### src/rtl/lpf_pkg.sv
package lpf_pkg;

    localparam int ADDR_W = 16;
    localparam int N_ENT  = 16;
    localparam int PORT_W = 3;
    localparam int LEN_W  = $clog2(ADDR_W + 1);
    localparam int IDX_W  = $clog2(N_ENT);

    typedef struct packed {
        logic              valid;
        logic              prot;
        logic [LEN_W-1:0]  len;
        logic [ADDR_W-1:0] base;
        logic [PORT_W-1:0] port;
    } route_ent_t;

    // Ones in the leading len bits, zeros in the don't-care tail.
    function automatic logic [ADDR_W-1:0] prefix_mask(input logic [LEN_W-1:0] len);
        logic [ADDR_W-1:0] m;
        for (int b = 0; b < ADDR_W; b++)
            m[ADDR_W-1-b] = (int'(len) > b);
        return m;
    endfunction

    function automatic logic [LEN_W-1:0] clamp_len(input logic [LEN_W-1:0] len);
        return (int'(len) > ADDR_W) ? LEN_W'(ADDR_W) : len;
    endfunction

endpackage

### src/rtl/lpf_table.sv
module lpf_table
    import lpf_pkg::*;
(
    input  logic                 clk,
    input  logic                 rst,
    input  logic                 we,
    input  logic [IDX_W-1:0]     idx,
    input  route_ent_t           wdata,
    output route_ent_t           ents [N_ENT]
);

    for (genvar g = 0; g < N_ENT; g++) begin : g_ent
        always_ff @(posedge clk) begin
            if (rst)
                ents[g] <= '0;
            else if (we && idx == IDX_W'(g))
                ents[g] <= wdata;
        end
    end

endmodule

### src/rtl/lpf_match.sv
module lpf_match
    import lpf_pkg::*;
(
    input  route_ent_t           ents [N_ENT],
    input  logic [ADDR_W-1:0]    addr,
    output logic [N_ENT-1:0]     hit
);

    for (genvar g = 0; g < N_ENT; g++) begin : g_cmp
        assign hit[g] = ents[g].valid &&
                        (((addr ^ ents[g].base) & prefix_mask(ents[g].len)) == '0);
    end

endmodule

### src/rtl/lpf_select.sv
module lpf_select
    import lpf_pkg::*;
(
    input  route_ent_t           ents [N_ENT],
    input  logic [N_ENT-1:0]     hit,
    output logic                 found,
    output route_ent_t           win
);

    logic [IDX_W-1:0] best_idx;
    logic [LEN_W-1:0] best_len;

    // Strictly-greater compare keeps the lowest index on equal lengths.
    always_comb begin
        found    = 1'b0;
        best_idx = '0;
        best_len = '0;
        for (int i = 0; i < N_ENT; i++) begin
            if (hit[i] && (!found || ents[i].len > best_len)) begin
                found    = 1'b1;
                best_idx = IDX_W'(i);
                best_len = ents[i].len;
            end
        end
        win = ents[best_idx];
    end

    // a chosen winner must be one the comparators reported as matching
    always_comb begin
        if (found)
            a_r3_winner_matches: assert (hit[best_idx]);
    end

endmodule

### src/rtl/lpf_firewall.sv
module lpf_firewall
    import lpf_pkg::*;
#(
    parameter logic [PORT_W-1:0] DEFAULT_PORT = '0
) (
    input  logic                 clk,
    input  logic                 rst,
    input  logic                 cfg_we,
    input  logic [IDX_W-1:0]     cfg_idx,
    input  logic                 cfg_valid,
    input  logic                 cfg_prot,
    input  logic [LEN_W-1:0]     cfg_len,
    input  logic [ADDR_W-1:0]    cfg_base,
    input  logic [PORT_W-1:0]    cfg_port,
    input  logic                 lk_valid,
    input  logic [ADDR_W-1:0]    lk_addr,
    input  logic                 lk_outside,
    output logic                 rsp_valid,
    output logic [ADDR_W-1:0]    rsp_addr,
    output logic [PORT_W-1:0]    rsp_port,
    output logic                 rsp_miss,
    output logic                 rsp_drop
);

    route_ent_t        wr_ent;
    route_ent_t        ents [N_ENT];
    logic [N_ENT-1:0]  hit;
    logic              found;
    route_ent_t        win;

    always_comb begin
        wr_ent.valid = cfg_valid;
        wr_ent.prot  = cfg_prot;
        wr_ent.len   = clamp_len(cfg_len);
        wr_ent.base  = cfg_base;
        wr_ent.port  = cfg_port;
    end

    lpf_table u_table (
        .clk   (clk),
        .rst   (rst),
        .we    (cfg_we),
        .idx   (cfg_idx),
        .wdata (wr_ent),
        .ents  (ents)
    );

    lpf_match u_match (
        .ents (ents),
        .addr (lk_addr),
        .hit  (hit)
    );

    lpf_select u_select (
        .ents  (ents),
        .hit   (hit),
        .found (found),
        .win   (win)
    );

    always_ff @(posedge clk) begin
        if (rst) begin
            rsp_valid <= 1'b0;
            rsp_addr  <= '0;
            rsp_port  <= '0;
            rsp_miss  <= 1'b0;
            rsp_drop  <= 1'b0;
        end else begin
            rsp_valid <= lk_valid;
            if (lk_valid) begin
                rsp_addr <= lk_addr;
                rsp_miss <= !found;
                rsp_port <= found ? win.port : DEFAULT_PORT;
                rsp_drop <= found && win.prot && lk_outside;
            end
        end
    end

    // reset leaves no response pending
    a_r1_reset_quiet: assert property (@(posedge clk) rst |=> !rsp_valid);

    // one-cycle latency and address pass-through
    a_r7_resp_follows: assert property (@(posedge clk) disable iff (rst)
        lk_valid |=> rsp_valid);
    a_r7_no_spurious: assert property (@(posedge clk) disable iff (rst)
        !lk_valid |=> !rsp_valid);
    a_r7_addr_kept: assert property (@(posedge clk) disable iff (rst)
        rsp_valid |-> rsp_addr == $past(lk_addr));

    // a miss routes to the default port and never drops
    a_r5_miss_default: assert property (@(posedge clk) disable iff (rst)
        (rsp_valid && rsp_miss) |-> (rsp_port == DEFAULT_PORT && !rsp_drop));

    // a drop needs an outside source
    a_r6_drop_outside: assert property (@(posedge clk) disable iff (rst)
        (rsp_valid && rsp_drop) |-> $past(lk_outside));

endmodule

### config.mk
export PLATFORM = sky130hd
export DESIGN_NAME = lpf_firewall
export DESIGN_NICKNAME = d
export VERILOG_FILES = /design/src/rtl/lpf_pkg.sv /design/src/rtl/lpf_table.sv /design/src/rtl/lpf_match.sv /design/src/rtl/lpf_select.sv /design/src/rtl/lpf_firewall.sv
export SDC_FILE = /design/constraint.sdc
export NUM_CORES = 1
export LEC_CHECK = 0
export CAP_MARGIN = 15
export CORE_UTILIZATION = 45
export CTS_CLUSTER_SIZE = 28
export DETAILED_ROUTE_END_ITERATION = 8
export GPL_ROUTABILITY_DRIVEN = 0
export PLACE_DENSITY = 0.72
export RECOVER_POWER = 100
export SLEW_MARGIN = 10
export SYNTH_ARGS = -nofsm -noshare
export SYNTH_HDL_FRONTEND = slang
export SYNTH_SLANG_ARGS = --single-unit
### constraint.sdc
create_clock -name clk -period 83.5 [get_ports clk]
set_input_delay 8.35 -clock clk [delete_from_list [all_inputs] [get_ports clk]]
set_output_delay 8.35 -clock clk [all_outputs]
set_load 0.01 [all_outputs]
======== Word-level counts from Yosys, hierarchy flattened ========
Cells that the tools add are included.
storage, ports and cells
  register bits after elaboration ......... 438
  input bits .............................. 51
  output and inout port bits .............. 22
cells by class
  order comparisons ....................... 273
  eq/ne operators ......................... 15
  multiplexer cells ....................... 51
  bitwise logic cells ..................... 33
  reduce and logical (&&, ||, !) cells .... 97
operators by type and width
  cell                                                            count
  greater-than comparator 5 x 4 -> 1 bit (second input constant)  128
  greater-than comparator 5 x 3 -> 1 bit (second input constant)  64
  AND 16 bit                                                      16
  logical NOT 16 bit                                              16
  XOR 16 bit                                                      16
  greater-than comparator 5 x 1 -> 1 bit (second input constant)  32
  greater-than comparator 5 x 2 -> 1 bit (second input constant)  32
  binary-select mux 26 bit (select 4 bit)                         1
  two-way mux 5 bit                                               16
  greater-than comparator 5 bit                                   15
  two-way mux 25 bit                                              2
  logical AND 1 bit                                               49
  equality test 4 bit (second input constant)                     8
  two-way mux 4 bit                                               8
  two-way mux 1 bit                                               17
  equality test 4 x 3 -> 1 bit (second input constant)            4
  logical NOT 1 bit                                               16
  logical OR 1 bit                                                15
  two-way mux 3 bit                                               5
  equality test 4 x 2 -> 1 bit (second input constant)            2
  greater-or-equal comparator 5 bit (second input constant)       1
  greater-than comparator 5 bit (second input constant)           1
  NOT 4 -> 5 bit                                                  1
  equality test 4 x 1 -> 1 bit (second input constant)            1
  2 further kinds                                                 3

======== Depth between registers and ports, before layout ========
  depth after elaboration ................. 71
  mapped depth ............................ 165
  depth with buffers taken out ............ 158

======== Modules after synthesis ========
From an unflattened synthesis, not the netlist that was laid out.
second synthesis, totals
  cell total of the unflattened synthesis .. 3535
  area total of the unflattened synthesis .. 30649.4 um2
by module, submodules not included
  module        instances  cells each  area each (um2)
  lpf_table     1          1443        16250.6
  lpf_select    1          1162        7938.9
  lpf_match     1          851         5611.6
  lpf_firewall  1          79          848.3

======== Worst setup path before layout ========
Ideal clock, no wire load.
  path kind ............................... input to register
  start point ............................. input lk_addr[1]
  end point ............................... register rsp_port[1]
  setup time .............................. 0.096 ns
  data arrival time ....................... 36.085 ns
  data required time ...................... 83.404 ns
  path slack .............................. 47.319 ns
  cell stages on the path ................. 159
  path buffers ............................ 6
  cell sequence ........................... buf_2 -> xnor2_1 -> o22a_1 -> nand4_1 -> nor4b_2 -> and2_1 -> buf_4 -> nand2_1 -> ha_1 -> nor2b_1 -> o211ai_1 -> a21o_1 -> nand3_1 -> and2_1 -> clkbuf_1 -> mux2_2 -> ha_1 -> nor2b_1 -> [123 not listed] -> mux2_2 -> ha_1 -> nor2b_1 -> o21a_1 -> o21ai_0 -> nand2b_1 -> a21oi_1 -> a31oi_1 -> o21ai_0 -> inv_1 -> or3_1 -> o41ai_4 -> a31oi_2 -> buf_6 -> mux2i_1 -> a2111oi_0 -> a32oi_1 -> o41ai_2
between the ends
  cells in the longest elaborated chain, start to end .. 70
RTL lines
  element                                                             RTL line            text
  from (decl)                                                         lpf_firewall.sv:16  input logic [ADDR_W-1:0] lk_addr,
  XOR 16 bit                                                          lpf_match.sv:11     (((addr ^ ents[g].base) & prefix_mask(ents[g].len)) == '0);
  AND 16 bit                                                          lpf_match.sv:11
  logical NOT 16 bit                                                  lpf_match.sv:11
  logical AND 1 bit                                                   lpf_match.sv:10     assign hit[g] = ents[g].valid &&
  two-way mux 5 bit or two-way mux 1 bit (tied branches)              lpf_select.sv:19    if (hit[i] && (!found || ents[i].len > best_len)) begin
  greater-than comparator 5 bit or logical NOT 1 bit (tied branches)  lpf_select.sv:19
  logical OR 1 bit                                                    lpf_select.sv:19
  logical AND 1 bit                                                   lpf_select.sv:19
  [53 not listed]                                                     --
  greater-than comparator 5 bit or logical NOT 1 bit (tied branches)  lpf_select.sv:19
  logical OR 1 bit                                                    lpf_select.sv:19
  logical AND 1 bit                                                   lpf_select.sv:19
  two-way mux 4 bit                                                   lpf_select.sv:19
  NOT 4 -> 5 bit (not written as such)                                lpf_select.sv:25    win = ents[best_idx];
  binary-select mux 26 bit (select 4 bit)                             lpf_select.sv:25
  two-way mux 25 bit (not written as such) (2 in series)              lpf_select.sv:25
  two-way mux 3 bit (*)                                               lpf_firewall.sv:73  rsp_port <= found ? win.port : DEFAULT_PORT;
  to (signal assigned)                                                lpf_firewall.sv:73
  to (decl)                                                           lpf_firewall.sv:20  output logic [PORT_W-1:0] rsp_port,
Every way passes the cells marked *; elsewhere a longest branch is shown, timed or not. The select of a mux whose other input is x is not followed.
A chain may end at the register's enable or synchronous reset.

======== Final worst setup path ========
  start point ............................. input lk_addr[1]
  end point ............................... register rsp_port[0]
The elaborated chain is that of the path after synthesis.

==> results_dict.tcl <==
set metrics [dict create \
    yosysWarnings 0 \
    final_common_cell "nand2_1" \
    postCtsResizedCells 0 \
    fmax_mhz 23.8 \
    cp_data_required_time_ns 84.00 \
    worst_r2r_endpoint "rsp_port[0]$_SDFFE_PP0P_" \
    drtPass1Iterations 6 \
    post-place-ws_ns 43.45 \
    hold_buffers 0 \
    synth-edff-count 0 \
    setup_viol 0 \
    vias 24500 \
    reg2reg_from "u_table.ents[411]$_SDFFE_PP0P_" \
    worst_slew_pin_slew_ns 1.93 \
    viasPerCell 5.92 \
    synth_top_area_frac 0.346 \
    synthSimpleGateAreaFrac 0.223 \
    io_buffer_count 72 \
    power.density_mw_per_mm2 17.4 \
    min_from "u_table.ents[363]$_SDFFE_PP0P_" \
    slew_headroom -0.301 \
    reg2regPathDepth 155 \
    maxSlewViolCount 29 \
    p_sw_uw 130 \
    io_pins 73 \
    wl_per_cell_um 20.8 \
    cpMaxStageDelayCell "a211oi_1" \
    grt_pass1_wl_mm 131 \
    vdd_drop_max_mv 0.0185 \
    fill_cells 5477 \
    antenna_found_initial 0 \
    p_total_uw 483 \
    initialDrtViolationCount 2694 \
    cts_setup_buffers 0 \
    clock_sinks 438 \
    grt_max_degree 210 \
    die-area_sq_mm 0.0573 \
    wl_mm 85.9 \
    failed_checks "max-capacitance violations, max-slew violations" \
    setup_ws_ns 41.47 \
    hold_viol 0 \
    ant_nets 0 \
    diodes 0 \
    cp.arrival_ns 42.53 \
    start_kind "input pin" \
    internal_power_uw 353 \
    cts_buffers 46 \
    whs_endpoint "u_table.ents[363]$_SDFFE_PP0P_" \
    leakage_nw 9.71 \
    p_seq_frac 0.445 \
    die_h_um 239 \
    grtUsageTotal 0.297 \
    core_area_sq_mm 0.0553 \
    reg2reg_slack_ns 49.30 \
    ys_seq_area_frac 0.346 \
    die_w_um 239 \
    row_count 86 \
    start_util 0.458 \
    period_share 0.503 \
    synthFlopType "dfxtp_1" \
    synth_seq_cells 438 \
    p_sw_frac 0.268 \
    layout.nets 3470 \
    drc 0 \
    end_kind "flop" \
    synth_top_family_by_area "simple AND/OR/NAND/NOR gates" \
    cts_tree "yes" \
    synth.area.top_cells "dfxtp_1, nand2_1, a21oi_1, xnor2_1, xor2_1" \
    synthDistinctLibCells 99 \
    worstPathMaxFanout 22 \
    p_comb_frac 0.110 \
    period_needed_ns 42.03 \
    final_cells 4133 \
    crit_path_max_incr_delay_ns 1.02 \
    synth_mux_area_frac 0.0320 \
    syn2layout_area_growth_pct 9.24 \
    tns_ns 0 \
    hold_depth 2 \
    synthArstFlopShare 0 \
    hold_path_class "flop to flop" \
    grt_overflow_total 0 \
    final_cell_mix "nand2_1, a21oi_1, dfxtp_1" \
    rsz0062_at_grt "no" \
    p_clk_frac 0.445 \
    dp_cells 4050 \
    synth-compound-area-share 0.214 \
    syn_avg_cell_area_sq_um 7.29 \
    clk_latency_ns 0.60 \
    syn_area_sq_mm 0.0253 \
    grt_pass1_vias 22200 \
    synth.largest_area_cell "dfxtp_1" \
    status "complete, but fails checks" \
    dp_hpwl_mm 52.0 \
    synth_nets 3593 \
    drive_above_1_share 0.0623 \
    clockBufferDepth 3 \
    clockRootBuffer "clkbuf_16" \
    clkSlewWorstSetupHoldPaths_ns 0.07 \
    fin_worst_skew_ns 0.0143 \
    synth_xor_area_frac 0.0899 \
    critical_path_class "input pin to flop" \
    synth_fa_ha_area_frac 0.0364 \
    cts-htree-levels 2 \
    synthCells 3473 \
    cap_viol_max_count 3 \
]
-- routing by layer --
metal	part of all wire	GRT usage	vias up
met5	0	0	-
met4	0.054	0.147	0
met3	0.11	0.0549	264
met2	0.43	0.457	1244
met1	0.41	0.397	11500
li1	-	-	11500
-- synthesized netlist by cell type, types with 18 or more instances --
master,instances
nor2_1,148
dfxtp_1,438
nor4_1,23
a21o_1,20
o21a_1,18
o22ai_1,19
buf_2,25
a21oi_1,527
xor2_1,126
nor2b_1,27
mux2_2,31
o211ai_1,19
clkbuf_1,238
nand2_1,947
inv_1,85
ha_1,69
buf_1,20
nor3_1,47
xnor2_1,134
o21ai_0,103
a31oi_1,24
mux2i_1,42
nand3_1,42
-- layout make-up --
cell class / instances / area, sq um / area share
multi-input cells: 2659 / 15100 / 0.546
flip-flops and latches: 438 / 8770 / 0.317
well taps: 748 / 936 / 0.0338
repair buffers: 119 / 993 / 0.0359
clock buffers: 64 / 1340 / 0.0484
clock inverters: 19 / 211 / 0.00764
inverters: 86 / 323 / 0.0117
-- cells by family (layout without fill, tap and decap cells) --
group           count (synthesis)  count (layout)
compound gates                902             902
buf+inv                       376             288
xor+xnor                      260             260
flops                         438             438
fa+ha+maj                      75              75
mux                            76              76
simple gates                 1346            1346
-- worst max-delay path: cells and delay by family --
family	cells	cell delay [ns]
mux	10	2.96
xor+xnor	1	0.19
fa+ha+maj	15	4.41
compound gates	72	17.28
buf+inv	15	2.11
simple gates	44	7.18
-- power groups by stage --
stage                     clock network, mW  logic (mW)  registers, mW
after floorplan                           0      0.0339          0.218
after global placement                    0      0.0519          0.219
after detailed placement                  0      0.0519          0.219
after CTS                             0.216      0.0521          0.215
after global routing                  0.225      0.0562          0.215
final                                 0.215      0.0532          0.215
-- flip-flops by register name, indices dropped and copies added (netlist names) --
name          cells
rsp_valid         1
u_table.ents    416
rsp_addr         16
rsp_port          3
rsp_miss          1
rsp_drop          1
-- per-stage QoR --
| step | util | instance area (sq um) | hold slack [ns] |
|---|---|---|---|
| floorplan | - | 25300 | 0.432 |
| global placement | 0.473 | 26200 | 0.442 |
| detailed placement | 0.473 | 26200 | 0.445 |
| CTS | 0.501 | 27700 | 0.455 |
| global route | 0.500 | 27700 | 0.467 |
| finish | 0.500 | 27700 | 0.454 |
-- worst max-delay path by stage --
stage                from                  endpoint  slack (ns)  cells past startpoint
2_1_floorplan  lk_addr[1]  rsp_port[1]$_SDFFE_PP0P_       47.32                    159
3_3_place_gp   lk_addr[1]  rsp_port[1]$_SDFFE_PP0P_       44.20                    156
3_5_place_dp   lk_addr[1]  rsp_port[0]$_SDFFE_PP0P_       43.45                    156
4_1_cts        lk_addr[1]  rsp_port[0]$_SDFFE_PP0P_       44.00                    156
5_1_grt        lk_addr[1]  rsp_port[0]$_SDFFE_PP0P_       38.51                    155
6_report       lk_addr[1]  rsp_port[0]$_SDFFE_PP0P_       41.47                    157
(Power assumes the default switching activity.)
